===== src/rtl/lpt_pkg.sv =====
`timescale 1ns/1ps
package lpt_pkg;
  localparam int BYTE_W  = 8;
  localparam int CTL_W   = 4;
  localparam int STAT_W  = 5;
  localparam int OFS_W   = 2;

  localparam logic [OFS_W-1:0] OFS_DATA = 2'd0;
  localparam logic [OFS_W-1:0] OFS_STAT = 2'd1;
  localparam logic [OFS_W-1:0] OFS_CTRL = 2'd2;

  // Lines whose register sense is opposite to the pin level
  localparam logic [CTL_W-1:0] CTL_INV     = 4'b1011;
  // Register value that lets every open-collector line float high
  localparam logic [CTL_W-1:0] CTL_RELEASE = 4'b0100;

  localparam int ST_BUSY  = 4;
  localparam int ST_ACK   = 3;
  localparam int ST_PAPER = 2;
  localparam int ST_SEL   = 1;
  localparam int ST_ERR   = 0;

  typedef struct packed {
    logic             bidir;  // 1: data drivers off
    logic             ien;    // interrupt enable
    logic [CTL_W-1:0] lines;  // printer control lines, register sense
  } ctl_t;

  localparam int CTL_REG_W = $bits(ctl_t);
endpackage


===== src/rtl/lpt_sync.sv =====
`timescale 1ns/1ps
module lpt_sync #(
  parameter int W      = 5,
  parameter int STAGES = 2
) (
  input  logic         clk,
  input  logic         rst_n,
  input  logic [W-1:0] d,
  output logic [W-1:0] q
);
  genvar g;
  generate
    for (g = 0; g < STAGES; g++) begin : g_stg
      logic [W-1:0] r;
      if (g == 0) begin : g_first
        always_ff @(posedge clk or negedge rst_n) begin
          if (!rst_n) r <= '0;
          else        r <= d;
        end
      end else begin : g_next
        always_ff @(posedge clk or negedge rst_n) begin
          if (!rst_n) r <= '0;
          else        r <= g_stg[g-1].r;
        end
      end
    end
  endgenerate

  assign q = g_stg[STAGES-1].r;
endmodule


===== src/rtl/lpt_latches.sv =====
`timescale 1ns/1ps
module lpt_latches
  import lpt_pkg::*;
(
  input  logic              clk,
  input  logic              rst_n,
  input  logic              wr_data,
  input  logic              wr_ctrl,
  input  logic [BYTE_W-1:0] wbyte,
  input  ctl_t              wctl,
  output logic [BYTE_W-1:0] data_q,
  output ctl_t              ctrl_q
);
  logic [BYTE_W-1:0] data_d;
  ctl_t              ctrl_d;

  always_comb begin
    data_d = data_q;
    ctrl_d = ctrl_q;
    if (wr_data) data_d = wbyte;
    if (wr_ctrl) ctrl_d = wctl;
  end

  always_ff @(posedge clk or negedge rst_n) begin
    if (!rst_n) begin
      data_q       <= '0;
      ctrl_q.bidir <= 1'b0;
      ctrl_q.ien   <= 1'b0;
      ctrl_q.lines <= CTL_RELEASE;
    end else begin
      data_q <= data_d;
      ctrl_q <= ctrl_d;
    end
  end
endmodule


===== src/rtl/lpt_ack_irq.sv =====
`timescale 1ns/1ps
module lpt_ack_irq (
  input  logic clk,
  input  logic rst_n,
  input  logic ack_s,
  input  logic ien,
  output logic irq_pulse
);
  logic ack_d;
  logic irq_q, irq_d;

  always_comb begin
    irq_d = ien & ack_d & ~ack_s;
  end

  always_ff @(posedge clk or negedge rst_n) begin
    if (!rst_n) begin
      ack_d <= 1'b0;
      irq_q <= 1'b0;
    end else begin
      ack_d <= ack_s;
      irq_q <= irq_d;
    end
  end

  assign irq_pulse = irq_q & ien;
endmodule


===== src/rtl/lpt_regs.sv =====
`timescale 1ns/1ps
module lpt_regs
  import lpt_pkg::*;
#(
  parameter int SYNC_STAGES = 2
) (
  input  logic              clk,
  input  logic              rst_n,
  input  logic [OFS_W-1:0]  addr,
  input  logic              wr_en,
  input  logic              rd_en,
  input  logic [BYTE_W-1:0] wdata,
  output logic [BYTE_W-1:0] rdata,
  output logic [BYTE_W-1:0] pd_out,
  output logic              pd_oe,
  input  logic [BYTE_W-1:0] pd_in,
  output logic [CTL_W-1:0]  ctl_drive_low,
  input  logic [CTL_W-1:0]  ctl_pin_in,
  input  logic [STAT_W-1:0] stat_pins,
  output logic              irq_out,
  output logic              irq_oe
);
  logic [STAT_W-1:0] stat_s;
  logic [BYTE_W-1:0] data_q;
  ctl_t              ctrl_q;
  logic              wr_data, wr_ctrl;

  assign wr_data = wr_en && (addr == OFS_DATA);
  assign wr_ctrl = wr_en && (addr == OFS_CTRL);

  lpt_sync #(.W(STAT_W), .STAGES(SYNC_STAGES)) i_sync (
    .clk   (clk),
    .rst_n (rst_n),
    .d     (stat_pins),
    .q     (stat_s)
  );

  lpt_latches i_latches (
    .clk     (clk),
    .rst_n   (rst_n),
    .wr_data (wr_data),
    .wr_ctrl (wr_ctrl),
    .wbyte   (wdata),
    .wctl    (ctl_t'(wdata[CTL_REG_W-1:0])),
    .data_q  (data_q),
    .ctrl_q  (ctrl_q)
  );

  lpt_ack_irq i_irq (
    .clk       (clk),
    .rst_n     (rst_n),
    .ack_s     (stat_s[ST_ACK]),
    .ien       (ctrl_q.ien),
    .irq_pulse (irq_out)
  );

  assign pd_out        = data_q;
  assign pd_oe         = ~ctrl_q.bidir;
  assign ctl_drive_low = ctrl_q.lines ^ CTL_RELEASE;
  assign irq_oe        = ctrl_q.ien;

  always_comb begin
    rdata = '0;
    if (rd_en) begin
      case (addr)
        OFS_DATA: rdata = pd_in;
        OFS_STAT: rdata = {~stat_s[ST_BUSY], stat_s[ST_ACK], stat_s[ST_PAPER],
                           stat_s[ST_SEL], stat_s[ST_ERR], 3'b000};
        OFS_CTRL: rdata = {2'b00, ctrl_q.bidir, ctrl_q.ien, ctl_pin_in ^ CTL_INV};
        default:  rdata = '0;
      endcase
    end
  end
endmodule


===== config.mk =====
export PLATFORM = sky130hd
export DESIGN_NAME = lpt_regs
export DESIGN_NICKNAME = d
export VERILOG_FILES = /design/src/rtl/lpt_pkg.sv /design/src/rtl/lpt_sync.sv /design/src/rtl/lpt_latches.sv /design/src/rtl/lpt_ack_irq.sv /design/src/rtl/lpt_regs.sv
export SDC_FILE = /design/constraint.sdc
export NUM_CORES = 1
export LEC_CHECK = 0
export ABC_AREA = 1
export BUFFER_PORTS_ARGS = -buffer_cell sky130_fd_sc_hd__buf_2
export CELL_PAD_IN_SITES_DETAIL_PLACEMENT = 0
export CELL_PAD_IN_SITES_GLOBAL_PLACEMENT = 2
export CORE_ASPECT_RATIO = 1.5
export CORE_MARGIN = 4
export CORE_UTILIZATION = 25
export CTS_CLUSTER_DIAMETER = 200
export DETAILED_ROUTE_END_ITERATION = 6
export PLACE_DENSITY_LB_ADDON = 0.2
export REMOVE_ABC_BUFFERS = 1
export SYNTH_ARGS = -nofsm -noshare
export SYNTH_HDL_FRONTEND = slang
export SYNTH_SLANG_ARGS = --single-unit
export TNS_END_PERCENT = 20

===== constraint.sdc =====
create_clock -name clk -period 0.85 [get_ports clk]
set_input_delay 0.1275 -clock clk [delete_from_list [all_inputs] [get_ports clk]]
set_output_delay 0.1275 -clock clk [all_outputs]
set_load 0.02 [all_outputs]

==> results of run 1 <==
-- cell type report --
cell class	instances	area share, %
well taps	46	3.39
repair buffers	68	28.0
flip-flops and latches	26	38.5
inverters	18	3.99
multi-input cells	68	21.9
clock inverters	1	1.77
clock buffers	3	2.44
-- how the worst min path moves through the flow --
| stage | start | endpoint | slack, ns | cells after the start |
|---|---|---|---|---|
| 2_1_floorplan | rst_n | i_irq.ack_d$_DFF_PN0_ | -0.17 | 0 |
| 3_3_place_gp | rst_n | i_latches.data_q[1]$_DFFE_PN0P_ | 0.08 | 2 |
| 3_5_place_dp | rst_n | i_latches.data_q[1]$_DFFE_PN0P_ | 0.08 | 2 |
| 4_1_cts | wdata[2] | i_latches.ctrl_q[2]$_DFFE_PN1P_ | 0.08 | 3 |
| 5_1_grt | wdata[2] | i_latches.ctrl_q[2]$_DFFE_PN1P_ | 0.09 | 3 |
| 6_report | wdata[2] | i_latches.ctrl_q[2]$_DFFE_PN1P_ | 0.08 | 3 |
-- where the power goes --
part | internal, W | switching [W] | leakage (nW)
combinational | 0.000350 | 0.000434 | 0.564
sequential | 0.00138 | 0.0000701 | 0.315
clock | 0.000629 | 0.000361 | 0.0357
-- flip-flops by register name, summed over array words and instances (netlist names) --
signal / flops
i_latches.data_q: 8
i_irq.irq_q: 1
i_sync.q: 5
i_irq.ack_d: 1
i_sync.g_stg.r: 5
i_latches.ctrl_q: 6
-- metal layers --
layer	vias to the layer above	GRT usage (%)	routed length (µm)
met5	-	0	0
met4	0	4.63	47
met3	5	1.59	259
met2	44	17.8	1290
met1	422	12.9	1100
li1	492	-	-
-- stage by stage --
| step | cells | setup WS (ns) |
|---|---|---|
| 2_1_floorplan | 112 | -0.136 |
| 3_3_place_gp | 220 | -0.210 |
| 3_5_place_dp | 220 | -0.208 |
| 4_1_cts | 230 | -0.329 |
| 5_1_grt | 230 | -0.405 |
| 6_report | 230 | -0.315 |
-- cell families (layout without fill, tap and decap cells) --
| group | count (synthesis) | count (layout) |
|---|---|---|
| simple gates | 51 | 51 |
| flops | 26 | 26 |
| buf+inv | 24 | 90 |
| compound gates | 17 | 17 |
-- cell usage after synthesis (all sizes together) --
cell | number | area (µm²)
dfrtp | 25 | 626
buf | 6 | 43.8
nand3b | 1 | 7.51
inv | 18 | 67.6
a21oi | 5 | 25.0
nand2 | 36 | 140
o21ai | 12 | 82.6
nand3 | 10 | 50.1
nor2 | 4 | 25.0
dfstp | 1 | 26.3
-- worst register-to-register path: cells and delay by family, from the launching register on --
kind	cells	cell delay, ns
simple gates	1	0.07
compound gates	1	0.06
flops	1	0.39
buf+inv	1	0.15
-- what timing repair did --
item | 4_1_cts | 5_1_grt
resized for setup | 20 | 15
pin swaps | 7 | 7
buffers inserted | 0 | 0
hold buffers | 6 | 0
hold endpoints to repair | 31 | 0
setup endpoints to repair | 23 | 23
==> key figures, run 1 <==
Floorplanning
  • Die span in y: 89 µm
  • Core area: 4250 µm²
  • Initial core utilization: 25.8%
  • Die area: 5520 µm²
  • Die W: 62 µm
  • IO Count: 54
  • FP Rows: 29

Global routing
  • Global-route wire length before repair: 4340 µm
  • Pin count of the biggest net entering global routing: 27
  • Global route overflow: 0
  • Vias in the first global route: 1,018
  • Initial antenna violation count: 0
  • Total track usage: 10.5%

Timing
  • WHS: 0.0824 ns
  • Fmax achieved: 858 MHz
  • Hold Fails Final Rpt: 0
  • Max-slew violations: 0
  • # setup viols final: 23
  • Final Skew: 0.000996 ns
  • Worst slew pin tran: 0.309 ns
  • Worst Slack Setup Final: -0.315 ns
  • Fin Setup TNS: -3.69 ns
  • Fin crit share: 137%
  • Tmin final: 1.17 ns
  • Rel. slew slack: 79.3%
  • RSZ-0062 raised after global routing: true

Detailed routing
  • WL per Instance: 11.7 µm
  • # DRC: 0
  • Detailed Route WL: 2690 µm
  • Post-route ant nets: 0
  • Vias per cell: 4.19
  • Vias: 963
  • Drt pass-1 iters: 2
  • Number of DRC markers in iteration 0: 36

Flow run
  • Max-cap violation count: 0

Logic synthesis
  • Mux contribution to synthesized area: 0%
  • Avg Inst Size Synth: 9.27 µm²
  • Compound-gate portion of the synthesized area: 9.84%
  • #FFs+latches synth: 26
  • Post-Synth Simple-Gate Area: 20.4%
  • Post-Syn Area: 1090 µm²
  • Largest family of logic cells by synthesized area: simple AND/OR/NAND/NOR gates
  • Yosys warning total: 0
  • Post-Synth XOR/XNOR Area: 0%
  • Synth Instances: 118
  • Post-synthesis sequential area ratio: 59.6%
  • Post-synthesis adder-cell area fraction: 0%
  • Synth unique cells: 18

Hold path
  • HP Class: input port to flip-flop

Place
  • Post-DP HPWL: 2140 µm
  • Port Buffer Count: 53
  • Post-DP Area: 1450 µm²
  • Gpl congestion: 0.712

Critical path
  • WP buf/inv: 2
  • CP endpoint kind: output port
  • Crit path max-delay cell type: dfrtp_1
  • Worst Setup SP: i_latches.ctrl_q[5]$_DFFE_PN0P_
  • Data required time of the critical path: 0.72 ns
  • Max stage delay on crit path: 0.40 ns
  • Crit start category: flip-flop
  • Most used cell, CP: nand3_1
  • CP endpoint: rdata[5]
  • Worst endpoint data arrival time: 1.04 ns
  • Instance count on the critical path: 5
  • Worst Path Max Fanout: 2
  • Worst r2r path cells: 3
  • Critical path class: flip-flop to output port
  • R2r setup slk: 0.08 ns
  • Top Family by Delay on Critical Path: flip-flops
  • Reg2reg end: i_latches.ctrl_q[4]$_DFFE_PN0P_
  • Reg2reg start: i_latches.ctrl_q[4]$_DFFE_PN0P_
  • CP cell instances: nand3_1, nand3_1, nand2_1, inv_1, buf_6

Cells and area
  • Register area: 652 µm²
  • Nets@finish: 216
  • Area grow syn2layout: 55.0%
  • Layout cell share with drive strength beyond 1: 48.4%
  • Most frequent cells in the layout: buf_2 (40), nand2_1 (31), dfrtp_1 (25), inv_1 (16), buf_4 (11)
  • Layout filler cell count: 459
  • Most common cell after layout, fill and taps aside: buf_2
  • Final core utilization: 39.9%
  • Area of the multi-input gates: 372 µm²
  • Post-Layout Inst Area: 1700 µm²
  • # diodes: 0

CTS
  • H-Tree Depth: 1
  • Clock latency on the worst-skew pair: 0.26 ns
  • Clk root buf: clkbuf_8
  • CTS Sinks: 26
  • Clk buf depth: 2
  • TritonCTS buffer count: 3
  • CTS tree: built
  • Worst-path clk slew: 0.09 ns

Outcome
  • Failing checks: setup timing
  • Outcome: finished with violations

Pwr
  • P_leak: 0.914 nW
  • Peak VDD IR: 0.00157 V
  • Pwr/cell area: 1900 nW/µm²
  • Tot Pwr: 0.00322 W
No activity file was read; power rests on OpenSTA's default activity.
==> inputs of run 2 (changes only) <==
Settings changed: CORE_UTILIZATION 25 to 24, SYNTH_HIERARCHICAL from default to 1.
Clock period 0.85 ns to 1.2 ns, I/O delays scaled along.
==> run 2 against run 1 <==
  * The run still ends with setup timing left
  * Critical path depth did not move
  * Flip-flop and latch count did not move
  * Utilization fell by 3.1 points
  * Largest cell class unchanged
==> key figures, run 2 <==
Logic synthesis
  • Synth top area cells: dfrtp_1 (59%), nand2_1 (21%), inv_1 (3.9%), nand3_1 (3.8%), dfstp_2 (2.5%) (was dfrtp_1 (57%), nand2_1 (12%), inv_1 (5.8%), o21ai_2 (4.8%), nand3_1 (4.6%))
  • Synth cell count leaders: nand2_1 (60), dfrtp_1 (25), inv_1 (11) (was nand2_1 (34), dfrtp_1 (25), inv_1 (17))
  • Most common cell in the synthesized netlist: nand2_1 (unchanged)
  • Main synth FF type: dfrtp_1 (unchanged)
  • Synth top area share: 58.6% (was 57.2%)
  • Synth unique cells: 14 (was 18)
  • Post-Syn Area: 1070 µm² (was 1090 µm²)
  • Synth Instances: 123 (was 118)
  • Post-synthesis sequential area ratio: 61.1% (was 59.6%)
  • Synth area leader: dfrtp_1 (unchanged)
  • Yosys warning total: 6 (was 0)
  • Post-synth EDFFs: 0 (unchanged)
  • Async S/R FF share, synth: 100% (unchanged)
  • Avg Inst Size Synth: 8.68 µm² (was 9.27 µm²)
  • #FFs+latches synth: 26 (unchanged)

Detailed routing
  • Vias: 993 (was 963)
  • Post-route ant nets: 0 (unchanged)
  • Number of DRC markers in iteration 0: 26 (was 36)
  • Drt pass-1 iters: 3 (was 2)
  • Detailed Route WL: 2710 µm (was 2690 µm)
  • # DRC: 0 (unchanged)
  • Vias per cell: 4.26 (was 4.19)
  • WL per Instance: 11.6 µm (was 11.7 µm)

Critical path
  • Crit start category: flip-flop (unchanged)
  • Worst Path Max Fanout: 2 (unchanged)
  • Critical path class: flip-flop to output port (unchanged)
  • Worst endpoint data arrival time: 1.03 ns (was 1.04 ns)
  • Data required time of the critical path: 1.02 ns (was 0.72 ns)
  • CP endpoint kind: output port (unchanged)

Global routing
  • Global-route wire length before repair: 4730 µm (was 4340 µm)
  • Pin count of the biggest net entering global routing: 27 (unchanged)
  • Total track usage: 10.6% (was 10.5%)
  • Vias in the first global route: 1,063 (was 1,018)
  • Initial antenna violation count: 0 (unchanged)
  • Global route overflow: 0 (unchanged)

Cells and area
  • Final core utilization: 36.8% (was 39.9%)
  • Layout Cells excl Fill: 233 (was 230)
  • Most frequent cells in the layout: nand2_1 (59), buf_2 (45), dfrtp_1 (25), inv_1 (9), buf_4 (9) (was buf_2 (40), nand2_1 (31), dfrtp_1 (25), inv_1 (16), buf_4 (11))
  • Max FFs per register: 8 (unchanged)
  • Most common cell after layout, fill and taps aside: nand2_1 (was buf_2)
  • Nets@finish: 219 (was 216)
  • # diodes: 0 (unchanged)
  • Top flop regs: i_latches/data_q x8, i_latches/ctrl_q x6 (was i_latches.data_q x8, i_latches.ctrl_q x6)
  • Layout cell share with drive strength beyond 1: 43.9% (was 48.4%)
  • Area grow syn2layout: 47.6% (was 55.0%)
  • Largest reg by FF count: i_latches/data_q (was i_latches.data_q)

Timing
  • Worst Slack Setup Final: -0.00738 ns (was -0.315 ns)
  • Tmin final: 1.21 ns
  • RSZ-0062 raised after global routing: true (unchanged)
  • Rel. slew slack: 62.5% (was 79.3%)
  • Fin Setup TNS: -0.00738 ns (was -3.69 ns)
  • Fmax achieved: 828 MHz
  • Fin crit share: 101%
  • Hold Fails Final Rpt: 0 (unchanged)
  • Final Skew: 0.00107 ns (was 0.000996 ns)
  • # setup viols final: 1 (was 23)
  • Max-slew violations: 0 (unchanged)
  • Worst slew pin tran: 0.563 ns (was 0.309 ns)

CTS
  • Worst-path clk slew: 0.09 ns (about the same)
  • Clk buf depth: 2 (unchanged)
  • TritonCTS buffer count: 3 (unchanged)
  • CTS Sinks: 26 (unchanged)
  • CTS tree: built (unchanged)
  • H-Tree Depth: 1 (unchanged)
  • Clock latency on the worst-skew pair: 0.26 ns (about the same)
  • Clk root buf: clkbuf_8 (unchanged)

Pwr
  • Int Power: 0.00147 W (was 0.00236 W)
  • Flop pwr share: 49.2% (was 44.9%)
  • Pwr/cell area: 1310 nW/µm² (was 1900 nW/µm²)
  • Clock power share: 26.4% (was 30.8%)
  • Peak VDD IR: 0.000871 V (was 0.00157 V)
  • Net Sw Frac: 28.9% (was 26.9%)
  • P_leak: 0.891 nW (was 0.914 nW)
  • P_sw: 0.000598 W (was 0.000865 W)
  • Comb pwr share: 24.4% (was 24.3%)

Place
  • Post-Place Setup Slack: 0.0434 ns (was -0.208 ns)
  • Post-Place Cells: 224 (was 220)
  • Port Buffer Count: 53 (unchanged)
  • Post-DP HPWL: 2190 µm (was 2140 µm)
  • Gpl congestion: 0.747 (was 0.712)

Outcome
  • Outcome: finished with violations (unchanged)
  • Failing checks: setup timing (unchanged)

Floorplanning
  • Die W: 62.5 µm (was 62 µm)
  • FP Rows: 29 (unchanged)
  • Core area: 4280 µm² (was 4250 µm²)
  • Die area: 5600 µm² (was 5520 µm²)
  • IO Count: 54 (unchanged)
  • Initial core utilization: 24.9% (was 25.8%)
  • Die span in y: 89.7 µm (was 89 µm)

Hold path
  • HP Class: input port to flip-flop (unchanged)

Flow run
  • Max-cap violation count: 0 (unchanged)
## run 2: cell count changes after synthesis, moves of 3 or more
cell     change
inv_2        +3
nand2_1     +26
o21ai_2      -6
o21ai_0      -5
inv_1        -6
## run 2: worst paths after layout
check | slack, ns | start | end | cells past startpoint
setup reg to reg | 0.35 | i_latches/ctrl_q[4]$_DFFE_PN0P_ | i_latches/ctrl_q[4]$_DFFE_PN0P_ | 4
max in group asynchronous | 0.38 | rst_n | i_latches/ctrl_q[2]$_DFFE_PN1P_ | 2
setup / recovery | -0.007 | i_latches/ctrl_q[4]$_DFFE_PN0P_ | rdata[4] | 5
hold reg to reg | 0.35 | i_sync/g_stg[0].r[2]$_DFF_PN0_ | i_sync/q[2]$_DFF_PN0_ | 0
min in group asynchronous | 0.44 | rst_n | i_latches/data_q[7]$_DFFE_PN0P_ | 2
hold / removal | 0.01 | stat_pins[3] | i_sync/g_stg[0].r[3]$_DFF_PN0_ | 1
## run 2: kinds of logic (layout without fill, tap and decap cells)
logic type      Yosys count  in the layout  synth area share, %
simple gates             75             75                 29.5
flops                    26             26                 61.1
buf+inv                  17             81                 7.03
compound gates            5              5                 2.34
## run 2: per-stage QoR
stage	power [W]	instance area (µm²)	hold slack (ns)
global placement	0.00149	1400	0.206
CTS	0.00210	1550	0.00434
global route	0.00222	1580	0.000699
detailed placement	0.00149	1400	0.213
floorplan	0.00127	1050	-0.116
finish	0.00207	1580	0.0146
## run 2: power groups by stage
| stage | Combinational (W) | Clock [W] | Sequential, W |
|---|---|---|---|
| 3_5_place_dp | 0.000456 | 0 | 0.00104 |
| 4_1_cts | 0.000507 | 0.000573 | 0.00102 |
| 2_1_floorplan | 0.000152 | 0 | 0.00112 |
| 6_report | 0.000505 | 0.000546 | 0.00102 |
| 3_3_place_gp | 0.000452 | 0 | 0.00104 |
| 5_1_grt | 0.000565 | 0.000624 | 0.00103 |
## run 2: layout make-up
| class | count | area [µm²] |
|---|---|---|
| repair buffers | 62 | 380 |
| multi-input cells | 80 | 374 |
| flip-flops and latches | 26 | 652 |
| inverters | 15 | 56.3 |
| fillers | 468 | 2710 |
| well taps | 46 | 57.6 |
| clock buffers | 4 | 55.1 |
## run 2: timing repair
action / CTS / global route
pin swaps: 5 / 2
buffers inserted: 3 / 0
resized for setup: 19 / 5
setup endpoints to repair: 6 / 10
hold buffers: 1 / 1
endpoints found under the hold margin: 25 / 1
## run 2: worst max-delay path, stage by stage, from the launching register on
cell and delay, ns:
dfrtp_1 0.41, nand3_2 0.08, nand3_2 0.06, nand2_1 0.06, inv_1 0.04, buf_6 0.12
## run 2: routing by layer
metal  share of wire (%)  track usage (%)  up-vias
met3                 8.3             3.11        2
met5                   0                0        -
met1                  39             10.9      454
met2                  51             20.1       40
li1                    -                -      497
met4                 1.0             4.82        0
